### src/rtl/qde_pkg.sv
package qde_pkg;
  localparam int SYM_W = 2;
  typedef logic [SYM_W-1:0] qsym_t;

  function automatic qsym_t qde_advance(input qsym_t absv, input qsym_t prev);
    qsym_t nxt;
    nxt[0] = absv[0] ^ prev[0];
    nxt[1] = absv[1] ^ prev[1] ^ (absv[0] & prev[0]);
    return nxt;
  endfunction
endpackage

### src/rtl/qde_split.sv
module qde_split
  import qde_pkg::*;
(
  input  logic  clk,
  input  logic  rst,
  input  logic  chip_en,
  input  logic  chip_in,
  input  logic  sym_en,
  output qsym_t pair_o,
  output logic  pend_o
);
  logic  half_q;
  logic  ibit_q;
  qsym_t pair_q;
  logic  pend_q;
  logic  pair_done;

  assign pair_done = chip_en & half_q;

  always_ff @(posedge clk) begin
    if (rst) begin
      half_q <= 1'b0;
      ibit_q <= 1'b0;
      pair_q <= '0;
      pend_q <= 1'b0;
    end else begin
      if (chip_en) begin
        if (!half_q) begin
          ibit_q <= chip_in;
          half_q <= 1'b1;
        end else begin
          pair_q <= {ibit_q, chip_in};
          half_q <= 1'b0;
        end
      end
      pend_q <= pair_done | (pend_q & ~sym_en);
    end
  end

  assign pair_o = pair_q;
  assign pend_o = pend_q;

  assert_chip_ignored_R8: assert property (@(posedge clk) disable iff (rst)
    !chip_en |=> $stable(pair_q) && $stable(half_q) && $stable(ibit_q));
  assert_late_pair_pending_R9: assert property (@(posedge clk) disable iff (rst)
    pair_done |=> pend_q);
  assert_pending_cleared_R7: assert property (@(posedge clk) disable iff (rst)
    (sym_en && !pair_done) |=> !pend_q);
  assert_reset_phase_R1: assert property (@(posedge clk) disable iff (rst)
    $past(rst) |-> !half_q && !pend_q);
endmodule

### src/rtl/qde_diff.sv
module qde_diff
  import qde_pkg::*;
#(
  parameter qsym_t INIT_SYM = '0
) (
  input  logic  clk,
  input  logic  rst,
  input  logic  take,
  input  qsym_t absv,
  output qsym_t sym_o,
  output logic  valid_o
);
  qsym_t sym_q;
  logic  valid_q;

  always_ff @(posedge clk) begin
    if (rst) begin
      sym_q   <= INIT_SYM;
      valid_q <= 1'b0;
    end else begin
      valid_q <= take;
      if (take) sym_q <= qde_advance(absv, sym_q);
    end
  end

  assign sym_o   = sym_q;
  assign valid_o = valid_q;

  assert_mod4_sum_R3: assert property (@(posedge clk) disable iff (rst)
    take |=> sym_q == qsym_t'(($past(absv) + $past(sym_q)) % 4));
  assert_low_bit_R4: assert property (@(posedge clk) disable iff (rst)
    take |=> sym_q[0] == ($past(absv[0]) ^ $past(sym_q[0])));
  assert_high_bit_R5: assert property (@(posedge clk) disable iff (rst)
    take |=> sym_q[1] == ($past(absv[1]) ^ $past(sym_q[1]) ^ ($past(absv[0]) & $past(sym_q[0]))));
  assert_hold_no_take_R7: assert property (@(posedge clk) disable iff (rst)
    !take |=> $stable(sym_q) && !valid_q);
endmodule

### src/rtl/quad_diff_encoder.sv
module quad_diff_encoder
  import qde_pkg::*;
#(
  parameter logic [1:0] INIT_SYM = 2'b00
) (
  input  logic clk,
  input  logic rst,
  input  logic chip_en,
  input  logic sym_en,
  input  logic chip_in,
  output logic sym_hi,
  output logic sym_lo,
  output logic sym_valid
);
  qsym_t pair;
  logic  pend;
  qsym_t enc;
  logic  vld;

  qde_split u_split (
    .clk(clk), .rst(rst), .chip_en(chip_en), .chip_in(chip_in),
    .sym_en(sym_en), .pair_o(pair), .pend_o(pend)
  );

  qde_diff #(.INIT_SYM(qsym_t'(INIT_SYM))) u_diff (
    .clk(clk), .rst(rst), .take(sym_en & pend), .absv(pair),
    .sym_o(enc), .valid_o(vld)
  );

  assign sym_hi    = enc[1];
  assign sym_lo    = enc[0];
  assign sym_valid = vld;

  assert_valid_single_R6: assert property (@(posedge clk) disable iff (rst)
    sym_valid |=> !sym_valid);
  assert_valid_needs_pending_R6: assert property (@(posedge clk) disable iff (rst)
    (sym_en && pend) |=> sym_valid);
  assert_reset_outputs_R1: assert property (@(posedge clk) disable iff (rst)
    $past(rst) |-> !sym_valid && sym_hi == INIT_SYM[1] && sym_lo == INIT_SYM[0]);
endmodule

### config.mk
export PLATFORM = sky130hd
export DESIGN_NAME = quad_diff_encoder
export DESIGN_NICKNAME = d
export VERILOG_FILES = /design/src/rtl/qde_pkg.sv /design/src/rtl/qde_split.sv /design/src/rtl/qde_diff.sv /design/src/rtl/quad_diff_encoder.sv
export SDC_FILE = /design/constraint.sdc
export NUM_CORES = 1
export LEC_CHECK = 0
export CORE_AREA = 2 2 39 41
export DETAILED_ROUTE_END_ITERATION = 16
export DIE_AREA = 0 0 41 43
export HOLD_SLACK_MARGIN = 0.08
export PLACE_DENSITY = 0.53
export RECOVER_POWER = 50
export SYNTH_ARGS = -nofsm -noshare
export SYNTH_HDL_FRONTEND = slang
export SYNTH_SLANG_ARGS = --single-unit
### constraint.sdc
create_clock -name clk -period 1.8 [get_ports clk]
set_input_delay 0.36 -clock clk [delete_from_list [all_inputs] [get_ports clk]]
set_output_delay 0.36 -clock clk [all_outputs]
set_load 0.1 [all_outputs]
==> results.json, run 1 <==
{
  "outcome": "complete, no violations",
  "clk_pin_slew_worst_paths_ps": 50,
  "synth_ff_type": "dfxtp_1",
  "path_max_fanout": 4,
  "hold_violations": 0,
  "clk_latency_ps": 250,
  "cts_root_buf": "clkbuf_4",
  "seq_area_frac_synth_pct": 53.8,
  "coreArea_um2": 1380,
  "crit_type": "primary input to flip-flop",
  "fmax_mhz": 791,
  "grt_pass1_wl_um": 841,
  "layout_common_cells": "dfxtp_1, a21oi_1, nand2_1",
  "gp_congestion": 0.663,
  "avgSynthCellArea_um2": 9.02,
  "die_h_um": 43,
  "portBuffers": 7,
  "synthToLayoutAreaGrowth_pct": 46.6,
  "synth_edf_count": 0,
  "cts_sinks": 8,
  "wl_um": 497,
  "rsz0062_at_grt": "no",
  "post-route-util_pct": 31.6,
  "dr.first_iter.drc_count": 7,
  "yosys_warnings": 0,
  "grt_max_degree": 9,
  "antenna_found_initial": 0,
  "drt_first_pass_iters": 2,
  "hold_class": "flip-flop to flip-flop",
  "grt_pass1_vias": 217,
  "tightestPinTransition_ps": 288,
  "initial_utilization_pct": 21.5,
  "leakage_nw": 0.162,
  "max_cap_viol_count": 0,
  "die_area_um2": 1760,
  "dpl_cell_area_um2": 414,
  "synth_nets": 39,
  "drtAntennaViolNets": 0,
  "diodes": 0,
  "netlist_area_um2": 298,
  "io-pin-count": 8,
  "period_share_pct": 70.3,
  "cp-start-kind": "primary input",
  "mostFrequentLayoutCell": "dfxtp_1",
  "cts_made_buffers": 3,
  "syn-instance-count": 33,
  "cts_tree": "done",
  "cts.path.max_buffers": 2,
  "place_ws_ps": 276,
  "slew-limit-headroom_pct": 80.8,
  "routedWlPerCell_um": 8.57,
  "postCtsSetupRepairBufs": 0,
  "min_period_ps": 1260,
  "arrival_ps": 1450,
  "setup_viol": 0,
  "synthArstFlopShare_pct": 0,
  "finish.instance_area_um2": 437,
  "finalNonFillerCells": 58,
  "p_per_area_nw_per_um2": 803,
  "ys_ff_latch": 8,
  "slew_viol_final": 0,
  "critPathCaptureType": "flip-flop",
  "worstPathRequired_ps": 1980,
  "timing.final.ws_setup_ps": 535,
  "drive_above_1_share_pct": 14.3,
  "grt-ovfl-total": 0,
  "post_cts_resized": 0,
  "die_x_um": 41,
  "rows": 14,
  "num_vias": 249,
  "ctsHoldBuffers": 0,
  "htreeDepth": 1,
  "fin_setup_tns_ps": 0,
  "route.detailed.drc": 0,
  "grt_usage_pct": 7.47,
  "nNetsFinal": 50,
  "dp_hpwl_um": 374,
  "ys_types": 13,
  "via_per_inst": 4.29,
  "ir_drop_mv": 0.310,
  "place_inst": 55,
  "clock_skew_ps": 2.78
}
## state kept, by name, summed over array words and instances (netlist names)
| signal | cells |
|---|---|
| u_split.half_q | 1 |
| u_diff.sym_o | 2 |
| u_split.pend_o | 1 |
| u_split.ibit_q | 1 |
| u_split.pair_o | 2 |
| u_diff.valid_o | 1 |
## cell type report
| type | count | area, um^2 |
|---|---|---|
| Timing Repair Buffer | 7 | 100 |
| Fill cell | 141 | 947 |
| Sequential cell | 8 | 160 |
| Multi-Input combinational cell | 24 | 134 |
| Clock buffer | 3 | 22.5 |
| Tap cell | 16 | 20.0 |
## where the power goes
group          internal (mW)  switching, mW
registers              0.183        0.00389
logic                 0.0142         0.0136
clock network         0.0762         0.0597
## worst paths after layout
kind	start	endpoint	slack, ps	cells past startpoint
worst max-delay path	sym_en	u_diff.sym_o[1]	540	4
worst min-delay path	u_split.pair_o[0]	u_split.pair_o[0]	460	2
worst max register to register	u_diff.sym_o[0]	u_diff.sym_o[1]	600	4
worst min register to register	u_split.pair_o[0]	u_split.pair_o[0]	460	2
## through the flow
step	hold slack [ps]	total power, mW
after global routing	499	0.372
after detailed placement	461	0.219
final	459	0.350
after floorplan	440	0.205
after CTS	468	0.360
after global placement	451	0.219
## layer usage
metal,track usage [%],share of wire (%)
met4,6.00,0
met3,4.71,8.7
met5,0,0
met1,8.82,48
met2,9.06,43
## worst max-delay path: stages
cell and delay, ps:
clkdlybuf4s50_1 490, nand2_1 100, or3_1 360, a21oi_1 130
## Yosys cell counts (2+ instances only)
library cell	number	area (um^2)
dfxtp_1	8	160
a21oi_1	6	30.0
nand2_1	5	18.8
nand3_1	3	15.0
nand2b_1	2	12.5
nor2_1	2	7.51
## cell families (layout without fill, tap and decap cells)
logic type,after synthesis,count (layout),synth area share (%)
AND/OR/NAND/NOR,14,14,22.7
flip-flops,8,8,53.8
AO/OA/AOI/OAI,7,7,11.8
adder cells (fa/ha/maj),1,1,4.20
XOR/XNOR,1,1,2.94
multiplexers,1,1,3.36
buffers and inverters,1,10,1.26
(Power assumes the default switching activity.)
==> run 2, diff against run 1 <==
==> constraint.sdc (replaced) <==
create_clock -name clk -period 1.3 [get_ports clk]
set_input_delay 0.26 -clock clk [delete_from_list [all_inputs] [get_ports clk]]
set_output_delay 0.26 -clock clk [all_outputs]
set_load 0.1 [all_outputs]
==> run 2 against run 1 <==
Non-clock buffer count rose by 2. Sequential cell count did not move. Die area is the same. Wire length grew 10%. Register-to-register slack lost 510 ps. Critical path type is now flip-flop to flip-flop.
==> results.json, run 2 (same netlist as run 1, synthesis figures left out) <==
{
  "dpl_cell_area_um2": 434,
  "max_cap_viol_count": 0,
  "cts_made_buffers": 3,
  "tightestPinTransition_ps": 294,
  "drtAntennaViolNets": 0,
  "pwr-share-comb_pct": 8.2,
  "clk_pin_slew_worst_paths_ps": 60,
  "rows": 14,
  "seqPwrFrac_pct": 51.5,
  "cts_sinks": 8,
  "leakage_nw": 0.170,
  "slew_viol_final": 0,
  "switchingPower_mw": 0.108,
  "worstPathRequired_ps": 1480,
  "diodes": 0,
  "setup_viol": 0,
  "via_per_inst": 4.39,
  "layout_common_cells": "a21oi_1, dfxtp_1, nand2_1",
  "synthToLayoutAreaGrowth_pct": 53.4,
  "p_int_mw": 0.390,
  "num_vias": 268,
  "ir_drop_mv": 0.506,
  "finish.instance_area_um2": 457,
  "dp_hpwl_um": 404,
  "register_area_um2": 165,
  "total_power_mw": 0.499,
  "sw_frac_of_total_pct": 21.7,
  "initial_utilization_pct": 21.5,
  "cp-start-kind": "flip-flop",
  "grt_pass1_wl_um": 979,
  "postCtsSetupRepairBufs": 0,
  "nNetsFinal": 52,
  "crit_chain": "ha_1 -> xnor2_1 -> or3_1 -> a21oi_1",
  "rsz0062_at_grt": "no",
  "coreArea_um2": 1380,
  "routedWlPerCell_um": 8.97,
  "cts.path.max_buffers": 2,
  "cts_tree": "done",
  "route.detailed.drc": 0,
  "post-route-util_pct": 33.0,
  "post_cts_resized": 0,
  "hold_violations": 0,
  "min_period_ps": 1210,
  "dr.first_iter.drc_count": 0,
  "io-pin-count": 8,
  "portBuffers": 7,
  "arrival_ps": 1390,
  "gp_congestion": 0.661,
  "critPathCaptureType": "flip-flop",
  "die_h_um": 43,
  "path_max_fanout": 3,
  "wl_um": 547,
  "die_area_um2": 1760,
  "drive_above_1_share_pct": 20.0,
  "fillers": 146,
  "fmax_mhz": 827,
  "cts_root_buf": "clkbuf_4",
  "multiInputGateArea_um2": 134,
  "grt_max_degree": 9,
  "grt_pass1_vias": 260,
  "drt_first_pass_iters": 1,
  "grt-ovfl-total": 0,
  "hold_class": "flip-flop to flip-flop",
  "grt_usage_pct": 8.55,
  "critPathMaxStageDelay_ps": 350,
  "period_share_pct": 93.0,
  "ctsHoldBuffers": 0,
  "htreeDepth": 1,
  "antenna_found_initial": 0,
  "outcome": "complete, no violations",
  "clock_skew_ps": 7.11,
  "p_per_area_nw_per_um2": 1090,
  "slowest_stage": "dfxtp_4",
  "clk_latency_ps": 250,
  "slew-limit-headroom_pct": 80.4,
  "power_frac_clock_pct": 40.2,
  "die_x_um": 41,
  "crit_type": "flip-flop to flip-flop"
}
[run 2: cell types whose count changed in the layout (fill, tap and decap cells not counted), sizes merged]
cell and delta:
buf +1, clkbuf +2
[run 2: metrics by stage]
step	TNS (ps)	instances	hold slack, ps	setup slack (ps)
final	0	61	467	90.6
after global routing	0	61	483	23.7
after CTS	0	61	469	80.2
after detailed placement	-77.2	57	461	-77.2
after global placement	-58.1	57	457	-58.1
after floorplan	0	33	404	13.8
[run 2: final timing paths]
kind / to / slack [ps] / cells past startpoint / from
worst max-delay path: u_diff.sym_o[1] / 90 / 4 / u_diff.sym_o[0]
worst min-delay path: u_split.pair_o[1] / 470 / 2 / u_split.pair_o[1]
worst max register to register: u_diff.sym_o[1] / 90 / 4 / u_diff.sym_o[0]
worst min register to register: u_split.pair_o[1] / 470 / 2 / u_split.pair_o[1]
[run 2: critical path: cells and delay by family, from the launching register on]
family,cells,cell delay [ps]
flip-flops,1,350
AO/OA/AOI/OAI,1,140
XOR/XNOR,1,130
adder cells (fa/ha/maj),1,200
AND/OR/NAND/NOR,1,310
[run 2: layout make-up]
cell class / instances / area share (%)
clock buffer: 4 / 5.75
sequential: 8 / 36.2
timing repair buffer: 9 / 24.4
tap: 16 / 4.38
multi-input combinational: 24 / 29.3
[run 2: per-layer routing]
metal	track usage, %	part of all wire [%]	vias up
met4	4.00	0	0
met2	12.5	49	8
met3	6.28	8.0	0
li1	-	-	136
met1	8.74	43	124
met5	0	0	-
[run 2: power by group through the flow]
stage / clock network, mW / registers, mW / logic [mW]
after floorplan: 0 / 0.265 / 0.0168
after global placement: 0 / 0.262 / 0.0430
after detailed placement: 0 / 0.262 / 0.0432
after CTS: 0.218 / 0.257 / 0.0436
after global routing: 0.223 / 0.258 / 0.0458
final: 0.201 / 0.257 / 0.0411
